==> src/rtl/dma_seq_pkg.sv <==
package dma_seq_pkg;

  typedef enum logic [1:0] {
    SEL_DATA = 2'd0,
    SEL_CRC  = 2'd1,
    SEL_TS   = 2'd2,
    SEL_NONE = 2'd3
  } rd_sel_e;

  // Cyclic successor of a channel index.
  function automatic int unsigned wrap_inc(input int unsigned cur, input int unsigned num);
    return (cur + 1 >= num) ? 0 : cur + 1;
  endfunction

  // Map a read selector to the bit of the access tracker it marks.
  function automatic logic [2:0] sel_mark(input logic [1:0] sel);
    case (rd_sel_e'(sel))
      SEL_DATA: return 3'b001;
      SEL_CRC:  return 3'b010;
      SEL_TS:   return 3'b100;
      default:  return 3'b000;
    endcase
  endfunction

endpackage

==> src/rtl/msg_slot.sv <==
module msg_slot #(
  parameter int DATA_W = 24,
  parameter int CRC_W  = 8,
  parameter int TS_W   = 32
) (
  input  logic              clk,
  input  logic              rst_n,
  input  logic              wr_i,
  input  logic              protect_i,
  input  logic              consume_i,
  input  logic              ovf_clr_i,
  input  logic [DATA_W-1:0] data_i,
  input  logic [CRC_W-1:0]  crc_i,
  input  logic [TS_W-1:0]   ts_i,
  output logic              full_o,
  output logic [DATA_W-1:0] data_o,
  output logic [CRC_W-1:0]  crc_o,
  output logic [TS_W-1:0]   ts_o,
  output logic              ovf_o
);

  logic accept;
  logic ovf_event;

  assign accept    = wr_i && !protect_i;
  assign ovf_event = wr_i && full_o;

  always_ff @(posedge clk) begin
    if (!rst_n) begin
      full_o <= 1'b0;
      data_o <= '0;
      crc_o  <= '0;
      ts_o   <= '0;
    end else if (accept) begin
      full_o <= 1'b1;
      data_o <= data_i;
      crc_o  <= crc_i;
      ts_o   <= ts_i;
    end else if (consume_i) begin
      full_o <= 1'b0;
    end
  end

  always_ff @(posedge clk) begin
    if (!rst_n) begin
      ovf_o <= 1'b0;
    end else if (ovf_event) begin
      ovf_o <= 1'b1;
    end else if (ovf_clr_i) begin
      ovf_o <= 1'b0;
    end
  end

endmodule

==> src/rtl/rr_scheduler.sv <==
module rr_scheduler
  import dma_seq_pkg::*;
#(
  parameter int NUM_CH = 8,
  parameter int CH_W   = $clog2(NUM_CH)
) (
  input  logic              clk,
  input  logic              rst_n,
  input  logic [NUM_CH-1:0] ready_i,
  input  logic              done_i,
  output logic [CH_W-1:0]   ptr_o,
  output logic              loaded_o,
  output logic              load_fire_o
);

  logic            any_ready;
  logic [CH_W-1:0] ptr_next;

  assign any_ready   = |ready_i;
  assign load_fire_o = !loaded_o && ready_i[ptr_o];
  assign ptr_next    = CH_W'(wrap_inc(int'(ptr_o), NUM_CH));

  always_ff @(posedge clk) begin
    if (!rst_n) begin
      ptr_o    <= '0;
      loaded_o <= 1'b0;
    end else if (loaded_o) begin
      if (done_i) begin
        loaded_o <= 1'b0;
        ptr_o    <= ptr_next;
      end
    end else if (load_fire_o) begin
      loaded_o <= 1'b1;
    end else if (any_ready) begin
      ptr_o <= ptr_next;
    end
  end

endmodule

==> src/rtl/read_port.sv <==
module read_port
  import dma_seq_pkg::*;
#(
  parameter int CH_W   = 3,
  parameter int DATA_W = 24,
  parameter int CRC_W  = 8,
  parameter int TS_W   = 32,
  parameter int REG_W  = 32
) (
  input  logic              clk,
  input  logic              rst_n,
  input  logic              load_i,
  input  logic              loaded_i,
  input  logic [CH_W-1:0]   ch_i,
  input  logic [DATA_W-1:0] data_i,
  input  logic [CRC_W-1:0]  crc_i,
  input  logic [TS_W-1:0]   ts_i,
  input  logic              rd_en_i,
  input  logic [1:0]        rd_sel_i,
  output logic [REG_W-1:0]  rd_data_o,
  output logic              done_o,
  output logic [2:0]        flags_o
);

  localparam int PAD_W = REG_W - CH_W - DATA_W;

  logic [REG_W-1:0] data_reg, crc_reg, ts_reg, sel_val;
  logic [2:0]       hit, seen;

  assign hit    = (rd_en_i && loaded_i) ? sel_mark(rd_sel_i) : 3'b000;
  assign seen   = flags_o | hit;
  assign done_o = loaded_i && (&seen);

  always_ff @(posedge clk) begin
    if (!rst_n) begin
      data_reg <= '0;
      crc_reg  <= '0;
      ts_reg   <= '0;
    end else if (load_i) begin
      data_reg <= {ch_i, {PAD_W{1'b0}}, data_i};
      crc_reg  <= REG_W'(crc_i);
      ts_reg   <= REG_W'(ts_i);
    end
  end

  always_ff @(posedge clk) begin
    if (!rst_n || done_o) flags_o <= 3'b000;
    else                  flags_o <= seen;
  end

  always_comb begin
    case (rd_sel_e'(rd_sel_i))
      SEL_DATA: sel_val = data_reg;
      SEL_CRC:  sel_val = crc_reg;
      SEL_TS:   sel_val = ts_reg;
      default:  sel_val = '0;
    endcase
    rd_data_o = loaded_i ? sel_val : '0;
  end

endmodule

==> src/rtl/dma_msg_sequencer.sv <==
module dma_msg_sequencer #(
  parameter int NUM_CH = 8,
  parameter int DATA_W = 24,
  parameter int CRC_W  = 8,
  parameter int TS_W   = 32,
  parameter int REG_W  = 32,
  parameter int CH_W   = $clog2(NUM_CH)
) (
  input  logic              clk,
  input  logic              rst_n,
  input  logic              rx_valid,
  input  logic [CH_W-1:0]   rx_chan,
  input  logic [DATA_W-1:0] rx_data,
  input  logic [CRC_W-1:0]  rx_crc,
  input  logic [NUM_CH-1:0] dma_en,
  input  logic [NUM_CH-1:0] ovf_clr,
  input  logic              rd_en,
  input  logic [1:0]        rd_sel,
  output logic [REG_W-1:0]  rd_data,
  output logic              dma_req,
  output logic [NUM_CH-1:0] ovf_flag
);

  logic [TS_W-1:0]   ts_cnt;
  logic [NUM_CH-1:0] slot_full, ready;
  logic [DATA_W-1:0] slot_data [NUM_CH];
  logic [CRC_W-1:0]  slot_crc  [NUM_CH];
  logic [TS_W-1:0]   slot_ts   [NUM_CH];
  logic [CH_W-1:0]   ptr;
  logic              loaded, load_fire, busy, done;
  logic [2:0]        flags;

  always_ff @(posedge clk) begin
    if (!rst_n) ts_cnt <= '0;
    else        ts_cnt <= ts_cnt + 1'b1;
  end

  assign busy    = loaded || load_fire;
  assign ready   = slot_full & dma_en;
  assign dma_req = |ready;

  for (genvar g = 0; g < NUM_CH; g++) begin : g_slot
    logic sel_here;
    assign sel_here = (ptr == CH_W'(g));
    msg_slot #(.DATA_W(DATA_W), .CRC_W(CRC_W), .TS_W(TS_W)) u_slot (
      .clk       (clk),
      .rst_n     (rst_n),
      .wr_i      (rx_valid && (rx_chan == CH_W'(g))),
      .protect_i (busy && sel_here),
      .consume_i (done && sel_here),
      .ovf_clr_i (ovf_clr[g]),
      .data_i    (rx_data),
      .crc_i     (rx_crc),
      .ts_i      (ts_cnt),
      .full_o    (slot_full[g]),
      .data_o    (slot_data[g]),
      .crc_o     (slot_crc[g]),
      .ts_o      (slot_ts[g]),
      .ovf_o     (ovf_flag[g])
    );
  end

  rr_scheduler #(.NUM_CH(NUM_CH), .CH_W(CH_W)) u_sched (
    .clk         (clk),
    .rst_n       (rst_n),
    .ready_i     (ready),
    .done_i      (done),
    .ptr_o       (ptr),
    .loaded_o    (loaded),
    .load_fire_o (load_fire)
  );

  read_port #(.CH_W(CH_W), .DATA_W(DATA_W), .CRC_W(CRC_W), .TS_W(TS_W), .REG_W(REG_W)) u_rport (
    .clk       (clk),
    .rst_n     (rst_n),
    .load_i    (load_fire),
    .loaded_i  (loaded),
    .ch_i      (ptr),
    .data_i    (slot_data[ptr]),
    .crc_i     (slot_crc[ptr]),
    .ts_i      (slot_ts[ptr]),
    .rd_en_i   (rd_en),
    .rd_sel_i  (rd_sel),
    .rd_data_o (rd_data),
    .done_o    (done),
    .flags_o   (flags)
  );

endmodule

==> config.mk <==
export PLATFORM = sky130hd
export DESIGN_NAME = dma_msg_sequencer
export DESIGN_NICKNAME = d
export VERILOG_FILES = /design/src/rtl/dma_seq_pkg.sv /design/src/rtl/msg_slot.sv /design/src/rtl/rr_scheduler.sv /design/src/rtl/read_port.sv /design/src/rtl/dma_msg_sequencer.sv
export SDC_FILE = /design/constraint.sdc
export NUM_CORES = 2
export LEC_CHECK = 0
export ABC_CLOCK_PERIOD_IN_PS = 2300
export BUFFER_PORTS_ARGS = -buffer_cell sky130_fd_sc_hd__buf_2
export CAP_MARGIN = 5
export CORE_UTILIZATION = 56
export CTS_CLUSTER_DIAMETER = 200
export CTS_CLUSTER_SIZE = 14
export DETAILED_ROUTE_END_ITERATION = 10
export HOLD_SLACK_MARGIN = 0.02
export PLACE_DENSITY_LB_ADDON = 0.2
export SLEW_MARGIN = 20
export SYNTH_ARGS = -nofsm -noshare
export SYNTH_HDL_FRONTEND = slang
export SYNTH_HIERARCHICAL = 1
export SYNTH_SLANG_ARGS = --single-unit
==> constraint.sdc <==
create_clock -name clk -period 2.3 [get_ports clk]
set_input_delay 0.115 -clock clk [delete_from_list [all_inputs] [get_ports clk]]
set_output_delay 0.115 -clock clk [all_outputs]
set_load 0.02 [all_outputs]
==> metrics.cfg <==
[setup_path]
rrSetupSlack_ns=-0.13
reg2reg_to=g_slot[0].u_slot/ts_o[26]
r2r_cells=11
endpoint_kind=flip-flop
cp.required_ns=2.83
r2r-start=g_slot[6].u_slot/full_o
critPathKind=reg -> reg
cp-start-kind=flip-flop
cp.arrival_ns=2.96
path_max_fanout=9
crit_start=g_slot[6].u_slot/full_o

[floorplan]
num_rows=84
start_util_pct=56.96
fp.coreArea_mm2=0.05287
dieArea_mm2=0.05471
pin_count=98
chipWidth_um=233.9
die_y_um=233.9

[yosys]
syn_nets=3125
synth_seq_cells=634
ys_seq_area_share_pct=42.15
synthArstFlopShare_pct=0
synth.distinct_cells=52
avgSynthCellArea_um2=9.822
yosys_warnings=6
synth_edf_count=0
yosys-top-cells-area=dfxtp_1, mux2i_1, nand2_1
synth.top_cell.area_share_pct=42.15
synth_top_area_cell=dfxtp_1
ys.flop_type=dfxtp_1
synthCells=3066
syn_area_mm2=0.03011

[timing]
hold_viol=0
fin_tns_setup_ns=-20.22
fin_ws_ns=-0.1271
worstMarginPinSlew_ns=0.9675
holdWs_ns=0.04721
fmax_mhz=412.0
fin_crit_ns=2.427
setup_viol=495
fin_crit_sh_pct=105.5
slew_headroom_pct=35.43
rsz0062_at_grt=yes
fin_skew_ns=0.01965
drv_slew=0

[detailed_routing]
dr.first_iter.drc_count=1998
drc=14
vias_per_cell=5.771
vias=22600
wirelength_um=81120
firstDrtPassIters=9
ant_nets=0
wl_per_cell_um=20.72

[clock_tree]
clk_latency_ns=0.62
path_clk_slew_ns=0.07
root_buffer=clkbuf_16
htree_levels=2
clock_sinks=634
cts_tree=yes
cts_made_buffers=51
clockBufferDepth=3

[layout]
layout_common_cells=nand2_1, dfxtp_1, mux2i_1, mux4_2, nor2_1
largest_register_ffs=256
regMostFlops=g_slot.u_slot/ts_o
area.growth.synth_to_final_pct=15.53
final_layout_size_suffix_gt1_share_pct=18.50
layout_commonest_cell=nand2_1
n_fill_cell=4029
diodes=0
finalNetCount=3283
largestRegisters=g_slot.u_slot/ts_o: 256 flops, g_slot.u_slot/data_o: 192 flops, g_slot.u_slot/crc_o: 64 flops

[hold_path]
holdCritPathClass=in -> reg
hold_path_startpoint=rd_sel[1]
hold_depth=4
whs_endpoint=u_rport/flags_o[1]

[place]
numPortBuffers=97
hpwl_um=46210
gp_congestion=0.8317

[power]
total_power_mw=21.45
p_per_area_mw_per_mm2=616.6
vdd_drop_max_mv=0.5701
p_leak_nw=12.09

[global_route]
grt_max_degree=177
grt_pass1_wl_um=116200
grt_overflow=0
grt.total_usage_pct=26.85
grt_pass1_vias=21730
grt_antenna_before_repair=2

[outcome]
status=finished, violations left
violations=DRC, setup timing

[flow_run]
max_cap_violations=0

## layout make-up
type,count,area [um^2],area share [%]
clock buffer,53,1305,3.751
clock inverter,3,36.28,0.1043
inverter,6,22.52,0.06473
multi-input combinational,2188,15820,45.48
sequential,634,12710,36.54
tap,688,860.8,2.474
timing repair buffer,343,4031,11.59
## cells in the mapped netlist (14+ instances only)
cell type and number:
and2_1 19, mux4_2 129, nand3_1 14, mux2_2 64, nand2_1 1046, buf_8 43, buf_2 100, or4_1 16
clkbuf_1 41, dfxtp_1 634, mux2i_1 611, nand2b_1 15, buf_1 19, a21oi_1 18, buf_4 20, o31ai_1 14
nor2_1 120
## how the worst max path moves through the flow
stage                                       endpoint  slack [ns]
final                      g_slot[0].u_slot/ts_o[26]       -0.13
after global routing       g_slot[4].u_slot/ts_o[31]       -0.18
after CTS                                    dma_req       -0.11
after detailed placement  g_slot[6].u_slot/data_o[1]       -0.43
after global placement    g_slot[6].u_slot/data_o[1]       -0.29
after floorplan              g_slot[0].u_slot/full_o        0.03
## per-layer routing
layer  vias to the layer above  global-route usage (%)  share of wire, %
met2                       633                   44.94                48
met3                       143                   3.502               5.6
li1                      10670                       -                 -
met4                         2                   8.401               2.9
met1                     11150                   36.02                44
met5                         -                       0             0.021
## critical path, stage by stage, from the launching register on
cell	delay, ns
dfxtp_2	0.32
and2_4	0.16
mux2i_1	0.16
mux4_2	0.34
nor2_4	0.06
buf_6	0.13
o21bai_4	0.28
nor3_4	0.07
nor2b_4	0.18
buf_12	0.20
buf_12	0.18
mux2i_1	0.25
## cells by family (layout without fill, tap and decap cells)
kind of cell | count (synthesis) | after routing | share of synthesized area (%)
AND/OR/NAND/NOR | 1295 | 1295 | 17.57
XOR/XNOR | 14 | 14 | 0.4072
AO/OA/AOI/OAI | 73 | 73 | 1.695
adder cells (fa/ha/maj) | 2 | 2 | 0.08308
multiplexers | 804 | 804 | 32.35
buffers and inverters | 244 | 405 | 5.746
flip-flops | 634 | 634 | 42.15
## metrics by stage
stage                     utilization (%)  area (um^2)  instances  worst slack (ns)
after floorplan                         -        30120       3066           0.02980
after detailed placement            59.35        31380       3745           -0.4333
after global routing                65.81        34790       3915           -0.1815
after global placement              59.35        31380       3745           -0.2950
after CTS                           63.71        33680       3875           -0.1078
final                               65.81        34790       3915           -0.1271
## repair_timing
| action | in CTS | in global routing |
|---|---|---|
| cloned | 5 | 34 |
| setup buffers | 19 | 9 |
| endpoints found under the hold margin | 284 | 0 |
| pin swaps | 6 | 5 |
| hold buffers | 51 | 0 |
| endpoints found under the setup margin | 510 | 555 |
| gates resized for setup | 50 | 70 |
## power breakdown
part | leakage, nW | total [mW] | switching (mW) | internal, mW
sequential | 5.12 | 11.2 | 0.0729 | 11.1
clock | 0.659 | 7.95 | 3.95 | 4.00
combinational | 6.31 | 2.33 | 1.31 | 1.02
Note: power is estimated with default switching activity, not from simulation.
